$ cat src/rtl/mp_pkg.sv
package mp_pkg;
  typedef struct packed {
    logic high_water;
    logic methane;
  } sense_t;

  function automatic logic hazard_of(sense_t s);
    return s.high_water | s.methane;
  endfunction
endpackage

$ cat src/rtl/mp_rst_sync.sv
module mp_rst_sync (
  input  logic clk,
  input  logic rst_n,
  output logic rst_core_n
);
  logic [1:0] sync_q;

  always_ff @(posedge clk or negedge rst_n) begin
    if (!rst_n) sync_q <= 2'b00;
    else        sync_q <= {sync_q[0], 1'b1};
  end

  assign rst_core_n = sync_q[1];
endmodule

$ cat src/rtl/mp_alarm_line.sv
module mp_alarm_line #(
  parameter int DELTA = 3
) (
  input  logic clk,
  input  logic rst_n,
  input  logic hazard,
  output logic alarm
);
  localparam int CW = $clog2(DELTA + 1);
  localparam logic [CW-1:0] SAT = CW'(DELTA);

  logic [DELTA-1:0] line_q, line_d;
  logic             line_en;

  generate
    if (DELTA == 1) begin : g_single
      always_comb line_d = hazard;
    end else begin : g_shift
      always_comb line_d = {line_q[DELTA-2:0], hazard};
    end
  endgenerate

  always_comb line_en = (line_d != line_q);

  always_ff @(posedge clk or negedge rst_n) begin
    if (!rst_n)       line_q <= '0;
    else if (line_en) line_q <= line_d;
  end

  assign alarm = line_q[DELTA-1];

  // run-length counters for the latency checks
  logic [CW-1:0] haz_run, clr_run;

  always_ff @(posedge clk or negedge rst_n) begin
    if (!rst_n) begin
      haz_run <= '0;
      clr_run <= '0;
    end else begin
      haz_run <= !hazard ? '0 : (haz_run == SAT) ? haz_run : haz_run + 1'b1;
      clr_run <=  hazard ? '0 : (clr_run == SAT) ? clr_run : clr_run + 1'b1;
    end
  end

  a_r2_alarm_rises: assert property (@(posedge clk) disable iff (!rst_n)
    (haz_run == SAT) |-> alarm);

  a_r3_alarm_falls: assert property (@(posedge clk) disable iff (!rst_n)
    (clr_run == SAT) |-> !alarm);
endmodule

$ cat src/rtl/mp_pump_ctrl.sv
module mp_pump_ctrl #(
  parameter int DRAIN_LAT = 5
) (
  input  logic clk,
  input  logic rst_n,
  input  logic high_water,
  input  logic methane,
  output logic pump_on
);
  localparam int RW = $clog2(DRAIN_LAT + 3);
  localparam logic [RW-1:0] RUN_SAT = RW'(DRAIN_LAT + 2);
  localparam logic [RW-1:0] RUN_MAX = RW'(DRAIN_LAT + 1);

  logic pump_q, pump_d, pump_en;

  always_comb begin
    pump_d  = high_water & ~methane;
    pump_en = (pump_d != pump_q);
  end

  always_ff @(posedge clk or negedge rst_n) begin
    if (!rst_n)       pump_q <= 1'b0;
    else if (pump_en) pump_q <= pump_d;
  end

  // methane overrides the register in the same cycle
  assign pump_on = pump_q & ~methane;

  logic [RW-1:0] run_q;

  always_ff @(posedge clk or negedge rst_n) begin
    if (!rst_n)             run_q <= '0;
    else if (!pump_on)      run_q <= '0;
    else if (run_q != RUN_SAT) run_q <= run_q + 1'b1;
  end

  a_r4_pump_starts: assert property (@(posedge clk) disable iff (!rst_n)
    (high_water && !methane) |=> (methane || pump_on));

  a_r5_pump_stops: assert property (@(posedge clk) disable iff (!rst_n)
    !high_water |=> !pump_on);

  a_r7_run_bound: assert property (@(posedge clk) disable iff (!rst_n)
    run_q <= RUN_MAX);
endmodule

$ cat src/rtl/minepump_ctrl.sv
module minepump_ctrl #(
  parameter int ALARM_DELAY = 3,
  parameter int DRAIN_LAT   = 5
) (
  input  logic clk,
  input  logic rst_n,
  input  logic high_water,
  input  logic methane,
  output logic alarm,
  output logic pump_on
);
  import mp_pkg::*;

  logic   rst_core_n;
  sense_t sense;
  logic   hazard;

  always_comb begin
    sense.high_water = high_water;
    sense.methane    = methane;
    hazard           = hazard_of(sense);
  end

  mp_rst_sync u_rst (
    .clk        (clk),
    .rst_n      (rst_n),
    .rst_core_n (rst_core_n)
  );

  mp_alarm_line #(.DELTA(ALARM_DELAY)) u_alarm (
    .clk    (clk),
    .rst_n  (rst_core_n),
    .hazard (hazard),
    .alarm  (alarm)
  );

  mp_pump_ctrl #(.DRAIN_LAT(DRAIN_LAT)) u_pump (
    .clk        (clk),
    .rst_n      (rst_core_n),
    .high_water (sense.high_water),
    .methane    (sense.methane),
    .pump_on    (pump_on)
  );
endmodule

$ cat config.mk
export PLATFORM = sky130hd
export DESIGN_NAME = minepump_ctrl
export DESIGN_NICKNAME = d
export VERILOG_FILES = /design/src/rtl/mp_pkg.sv /design/src/rtl/mp_rst_sync.sv /design/src/rtl/mp_alarm_line.sv /design/src/rtl/mp_pump_ctrl.sv /design/src/rtl/minepump_ctrl.sv
export SDC_FILE = /design/constraint.sdc
export NUM_CORES = 1
export LEC_CHECK = 0
export ABC_AREA = 1
export BUFFER_PORTS_ARGS = -buffer_cell sky130_fd_sc_hd__buf_2
export CAP_MARGIN = 10
export CORE_AREA = 2 2 39 41
export CTS_BUF_LIST = sky130_fd_sc_hd__clkbuf_8
export DETAILED_ROUTE_END_ITERATION = 10
export DIE_AREA = 0 0 41 43
export PLACE_DENSITY = 0.42
export SYNTH_ARGS = -nofsm -noshare
export SYNTH_HDL_FRONTEND = slang
export SYNTH_SLANG_ARGS = --single-unit
$ cat constraint.sdc
create_clock -name clk -period 1.1 [get_ports clk]
set_input_delay 0.165 -clock clk [delete_from_list [all_inputs] [get_ports clk]]
set_output_delay 0.165 -clock clk [all_outputs]
set_load 0.02 [all_outputs]
# ---- Word-level counts from Yosys, hierarchy flattened
# Index checks and enable logic that the tools add are counted.
dict set report word_totals {
  regBits 6
  latchBits 0
  ram_bits 0
  mem_bits_ro 0
  input_bits 4
  out_inout_bits 2
  wordCells 9
  memories 0
}
dict set report op_classes {
  add_sub_neg 0
  mul 0
  div 0
  order_cmp 0
  eq_ne 2
  shift 0
  mux 0
  n_bitwise 4
  n_reduce_logical 0
}
# operator n
set op_table {}
lappend op_table {{3-bit inequality test} 1}
lappend op_table {{1-bit bitwise AND} 2}
lappend op_table {{1-bit inequality test} 1}
lappend op_table {{1-bit inverter} 1}
lappend op_table {{1-bit OR} 1}

# ---- Logic depth before layout (Yosys ltp)
dict set report logic_depth {
  ltp_word 3
  ltp_mapped 2
}

# ---- By module
# From an unflattened synthesis, not the netlist that was laid out.
dict set report hier_totals {
  cells_unflattened 17
  hier_area_um2 191.4
}
# mod n_inst cells_per_inst area_per_inst_um2 seq_area_each_um2
set modules_own_cells {}
lappend modules_own_cells {mp_alarm_line 1 6 86.3 75.1}
lappend modules_own_cells {mp_rst_sync 1 3 53.8 50.0}
lappend modules_own_cells {mp_pump_ctrl 1 5 40.0 25.0}
lappend modules_own_cells {minepump_ctrl 1 3 11.3 0.0}

# ---- Worst setup path before layout
# OpenSTA, ideal clock, no wires.
dict set report synth_path {
  kind {register to output}
  start {register u_pump.pump_q}
  end {output port pump_on}
  arrival_ns 0.610
  required_ns 0.935
  slack_ns 0.325
  path_stages_with_launch 3
  path_buffers 0
  path_cell_list {dfrtp_1 inv_1 nor2_1}
}
dict set report synth_via {
  elab_chain_len 1
}
# item line
set synth_rtl {}
lappend synth_rtl {{from (decl)} mp_pump_ctrl.sv:14} ;# logic pump_q, pump_d, pump_en;
lappend synth_rtl {{from (signal assigned)} mp_pump_ctrl.sv:23} ;# else if (pump_en) pump_q <= pump_d;
lappend synth_rtl {{1-bit bitwise AND} mp_pump_ctrl.sv:27} ;# assign pump_on = pump_q & ~methane;
lappend synth_rtl {{to (decl)} minepump_ctrl.sv:10} ;# output logic pump_on
# No other way between the ends.

# ---- Worst setup path after layout
# Same ends and word-level chain as after synthesis.

==> results.md <==
Final layout:
- The finished layout holds 38 standard cells, fillers aside.
- For this run, the post-layout net count is 28.
- The share of final-layout standard cells stronger than drive strength 1 is 36.4%.
- The area growth from synthesis to layout is 48.3%.
- The final antenna diode count is 0.

Logic synthesis:
- The net count of the mapped netlist is 19.
- Of all cell types, the one taking the most synthesized area is sky130_fd_sc_hd__dfrtp_1.
- After synthesis, the largest area contributor takes up 81.6% of total cell area.
- The synthesized design contains 6 register bits.
- In this run the mean area of a mapped cell was 12.3 um^2.
- In the synthesized netlist the async set-or-reset flop fraction comes to 100%.
- The synthesized instance count is 15.
- By count the netlist is led by 6 x sky130_fd_sc_hd__dfrtp_1, 3 x sky130_fd_sc_hd__inv_1, 2 x sky130_fd_sc_hd__clkbuf_1, 2 x sky130_fd_sc_hd__nor2_1.
- The number of flops mapped to enable cells by yosys is 0.
- By instance count, the leading cell after synthesis is sky130_fd_sc_hd__dfrtp_1.
- Ranked by total cell area, the synthesized netlist is headed by sky130_fd_sc_hd__dfrtp_1 82%, sky130_fd_sc_hd__inv_1 6.1%, sky130_fd_sc_hd__clkbuf_1 4.1%.
- The netlist area before placement is 184 um^2.
- Yosys mapped the design onto 6 distinct sky130hd cell types.
- Among all flip-flop cells after synthesis, the most frequent one is sky130_fd_sc_hd__dfrtp_1.
- Yosys printed 0 warnings.
- For this run, the register share of the synthesized area comes to 81.6%.

Pwr:
- In this run the power density over the cells is 2140 nW/um^2.
- The analysis attributes to cell leakage a power of 0.136 nW.
- The worst voltage drop across the vdd grid is 0.552 mV.

Worst setup path:
- The highest fanout seen on the critical path is 1.
- The startpoint identified for the worst register-to-register timing path is u_alarm.line_q[0]$_DFFE_PN0P_.
- The kind of critical path is reg2out.
- The endpoint identified for the worst register-to-register timing path is u_alarm.line_q[1]$_DFFE_PN0P_.
- The arrival time of data at the critical path endpoint is 0.79 ns.
- The capturing instance or port of the critical path is pump_on.
- The type of origin of the critical path is a flip-flop.
- The launch point of the worst path is u_pump.pump_q$_DFFE_PN0P_.
- Setup slack on the worst reg-to-reg path comes out at 0.62 ns.
- The worst setup path is captured at a primary output.
- The number of cells on the worst reg-to-reg path is 0.
- Data on the critical path is required at its endpoint by 0.94 ns.

Global routing:
- Summed over all layers, the global routing overflow is 0.
- The initial antenna violation count came to 0.
- The wire length of the first global-routing pass is 434 um.
- The maximum number of pins on one net before global-route repair is 5.
- Global routing consumed, over all layers together, 4.96% of the routing resources.
- The number of global-route vias before repair was 120.

Die:
- The initialized floorplan defines 14 standard-cell rows.
- The floorplan step defined a die boundary enclosing 1760 um^2.
- The horizontal die dimension is 41 um.
- The die span in y is 43 um.
- The area of the placeable core is 1380 um^2.
- The I/O pin count is 6.
- The effective utilization at floorplan is 13.3%.

Detailed routing:
- After detailed routing, the wire length on met1 is 96 um.
- In the routed layout, each cell is associated on average with a via count of 2.82.
- The first-pass detailed-route iteration total is 2.
- The post-detailed-routing wire length is 243 um.
- The average wire length per cell after detail routing is 6.39 um.
- After the first detailed-routing iteration, the DRC count stood at 1.
- In this run the remaining antenna-violating nets after routing total 0.
- The routed via count is 107.
- The amount of wire on met3 after detailed routing is 53 um.
- The met2 wirelength from detailed routing is 82 um.
- The number of remaining DRC errors is 0.
- The highest metal layer with signal wires is met4.

Clock network:
- The number of buffers inserted during clock tree synthesis is 3.
- Clock latency on the worst-skew pair, taken at its later pin, is 0.22 ns.
- The total of cells resized after clock tree synthesis is 0.
- The CTS sink count is 6.
- The clock slew at the register clock pins of the worst setup and hold paths is 0.04 ns.
- The CTS root buffer is sky130_fd_sc_hd__clkbuf_8.
- TritonCTS built the clock tree.
- In this run the number of H-tree levels came out at 1.
- The clock tree buffer depth is 2.

Run:
- Across the run, the number of max-cap violations was 0.

STA:
- Counting I/O delays and the setup requirement, the final critical path takes 0.957 ns.
- The final-report hold violation count is 0.
- Setup repair after global routing left no endpoint under its margin.
- The number of failing setup endpoints in the final timing report is 0.
- The clock tree skew after final layout is 0.00277 ns.
- The final-report max-slew violation count is 0.
- The setup TNS is 0 ns.
- Dividing the final minimum period by the clock period gives 87.0%.
- The maximum clock frequency is 1.04 GHz.

Place:
- After detailed placement, the design holds a cell count of 34.
- The placer congestion estimate is 0.560.
- Port buffering added 5 buffers.
- Detailed placement ended at an HPWL of 174 um.

Run status:
- The run finished with clean final reports.

Min path:
- The classification of the worst-slack hold path is reg2async.
-- worst min path at each step --
stage	endpoint	slack, ns
global placement	u_rst.sync_q[0]$_DFF_PN0_	-0.05
finish	u_alarm.line_q[0]$_DFFE_PN0P_	0.05
global route	u_pump.pump_q$_DFFE_PN0P_	0.07
CTS	u_alarm.line_q[0]$_DFFE_PN0P_	0.05
floorplan	u_rst.sync_q[0]$_DFF_PN0_	-0.13
detailed placement	u_rst.sync_q[0]$_DFF_PN0_	-0.05
-- state kept, by name (all words and copies together), names as in the netlist --
name            flops
u_rst.sync_q        2
u_pump.pump_q       1
u_alarm.line_q      3
-- per-stage QoR --
step	area (um^2)	hold WS, ns	setup WS, ns	total power, W	utilization [%]
floorplan	184	-0.131	0.325	0.000251	-
global placement	221	-0.0495	0.382	0.000260	16.0
detailed placement	221	-0.0464	0.370	0.000261	16.0
CTS	273	0.0547	0.131	0.000597	19.7
global route	273	0.0675	0.0643	0.000618	19.7
finish	273	0.0473	0.143	0.000584	19.7
-- what timing repair did --
action	CTS	global route
hold buffers	1	0
buffers inserted	0	0
endpoints found under the hold margin	2	0
-- logic make-up (layout without fill, tap and decap cells) --
kind of cell  Yosys count  count (layout)  share of synthesized area [%]
other cells             1               1                           2.04
simple gates            3               3                           6.12
buf+inv                 5              12                           10.2
flops                   6               6                           81.6
-- power breakdown --
part	total, W	switching, W	internal (W)
logic	0.0000222	0.0000121	0.0000102
clock network	0.000324	0.0000893	0.000235
registers	0.000238	0.00000449	0.000233
total	0.000584	0.000106	0.000478
-- routing by layer --
| metal | GRT usage [%] | vias up |
|---|---|---|
| met2 | 4.69 | 8 |
| li1 | - | 52 |
| met4 | 6.00 | 0 |
| met1 | 3.31 | 45 |
| met5 | 0 | - |
| met3 | 7.85 | 2 |
-- cell type report --
| class | count | area, um^2 |
|---|---|---|
| Fill cell | 155 | 1110 |
| Sequential cell | 6 | 150 |
| Clock buffer | 3 | 41.3 |
| Timing Repair Buffer | 6 | 35.0 |
| Tap cell | 16 | 20.0 |
| Multi-Input combinational cell | 4 | 15.0 |
| Inverter | 3 | 11.3 |
-- worst max-delay path, cell delays in order (launching register included) --
cell	delay, ns
sky130_fd_sc_hd__dfrtp_1	0.31
sky130_fd_sc_hd__inv_1	0.03
sky130_fd_sc_hd__nor2_1	0.06
sky130_fd_sc_hd__buf_2	0.16
-- placed cells by master (no fill, tap or decap) --
| master | instances |
|---|---|
| sky130_fd_sc_hd__dfrtp_1 | 6 |
| sky130_fd_sc_hd__buf_2 | 5 |
| sky130_fd_sc_hd__inv_1 | 3 |
| sky130_fd_sc_hd__clkbuf_8 | 3 |
| sky130_fd_sc_hd__nor2_1 | 2 |
| sky130_fd_sc_hd__nand2_1 | 1 |
| sky130_fd_sc_hd__dlygate4sd3_1 | 1 |
| sky130_fd_sc_hd__conb_1 | 1 |
No activity file was read; power rests on OpenSTA's default activity.
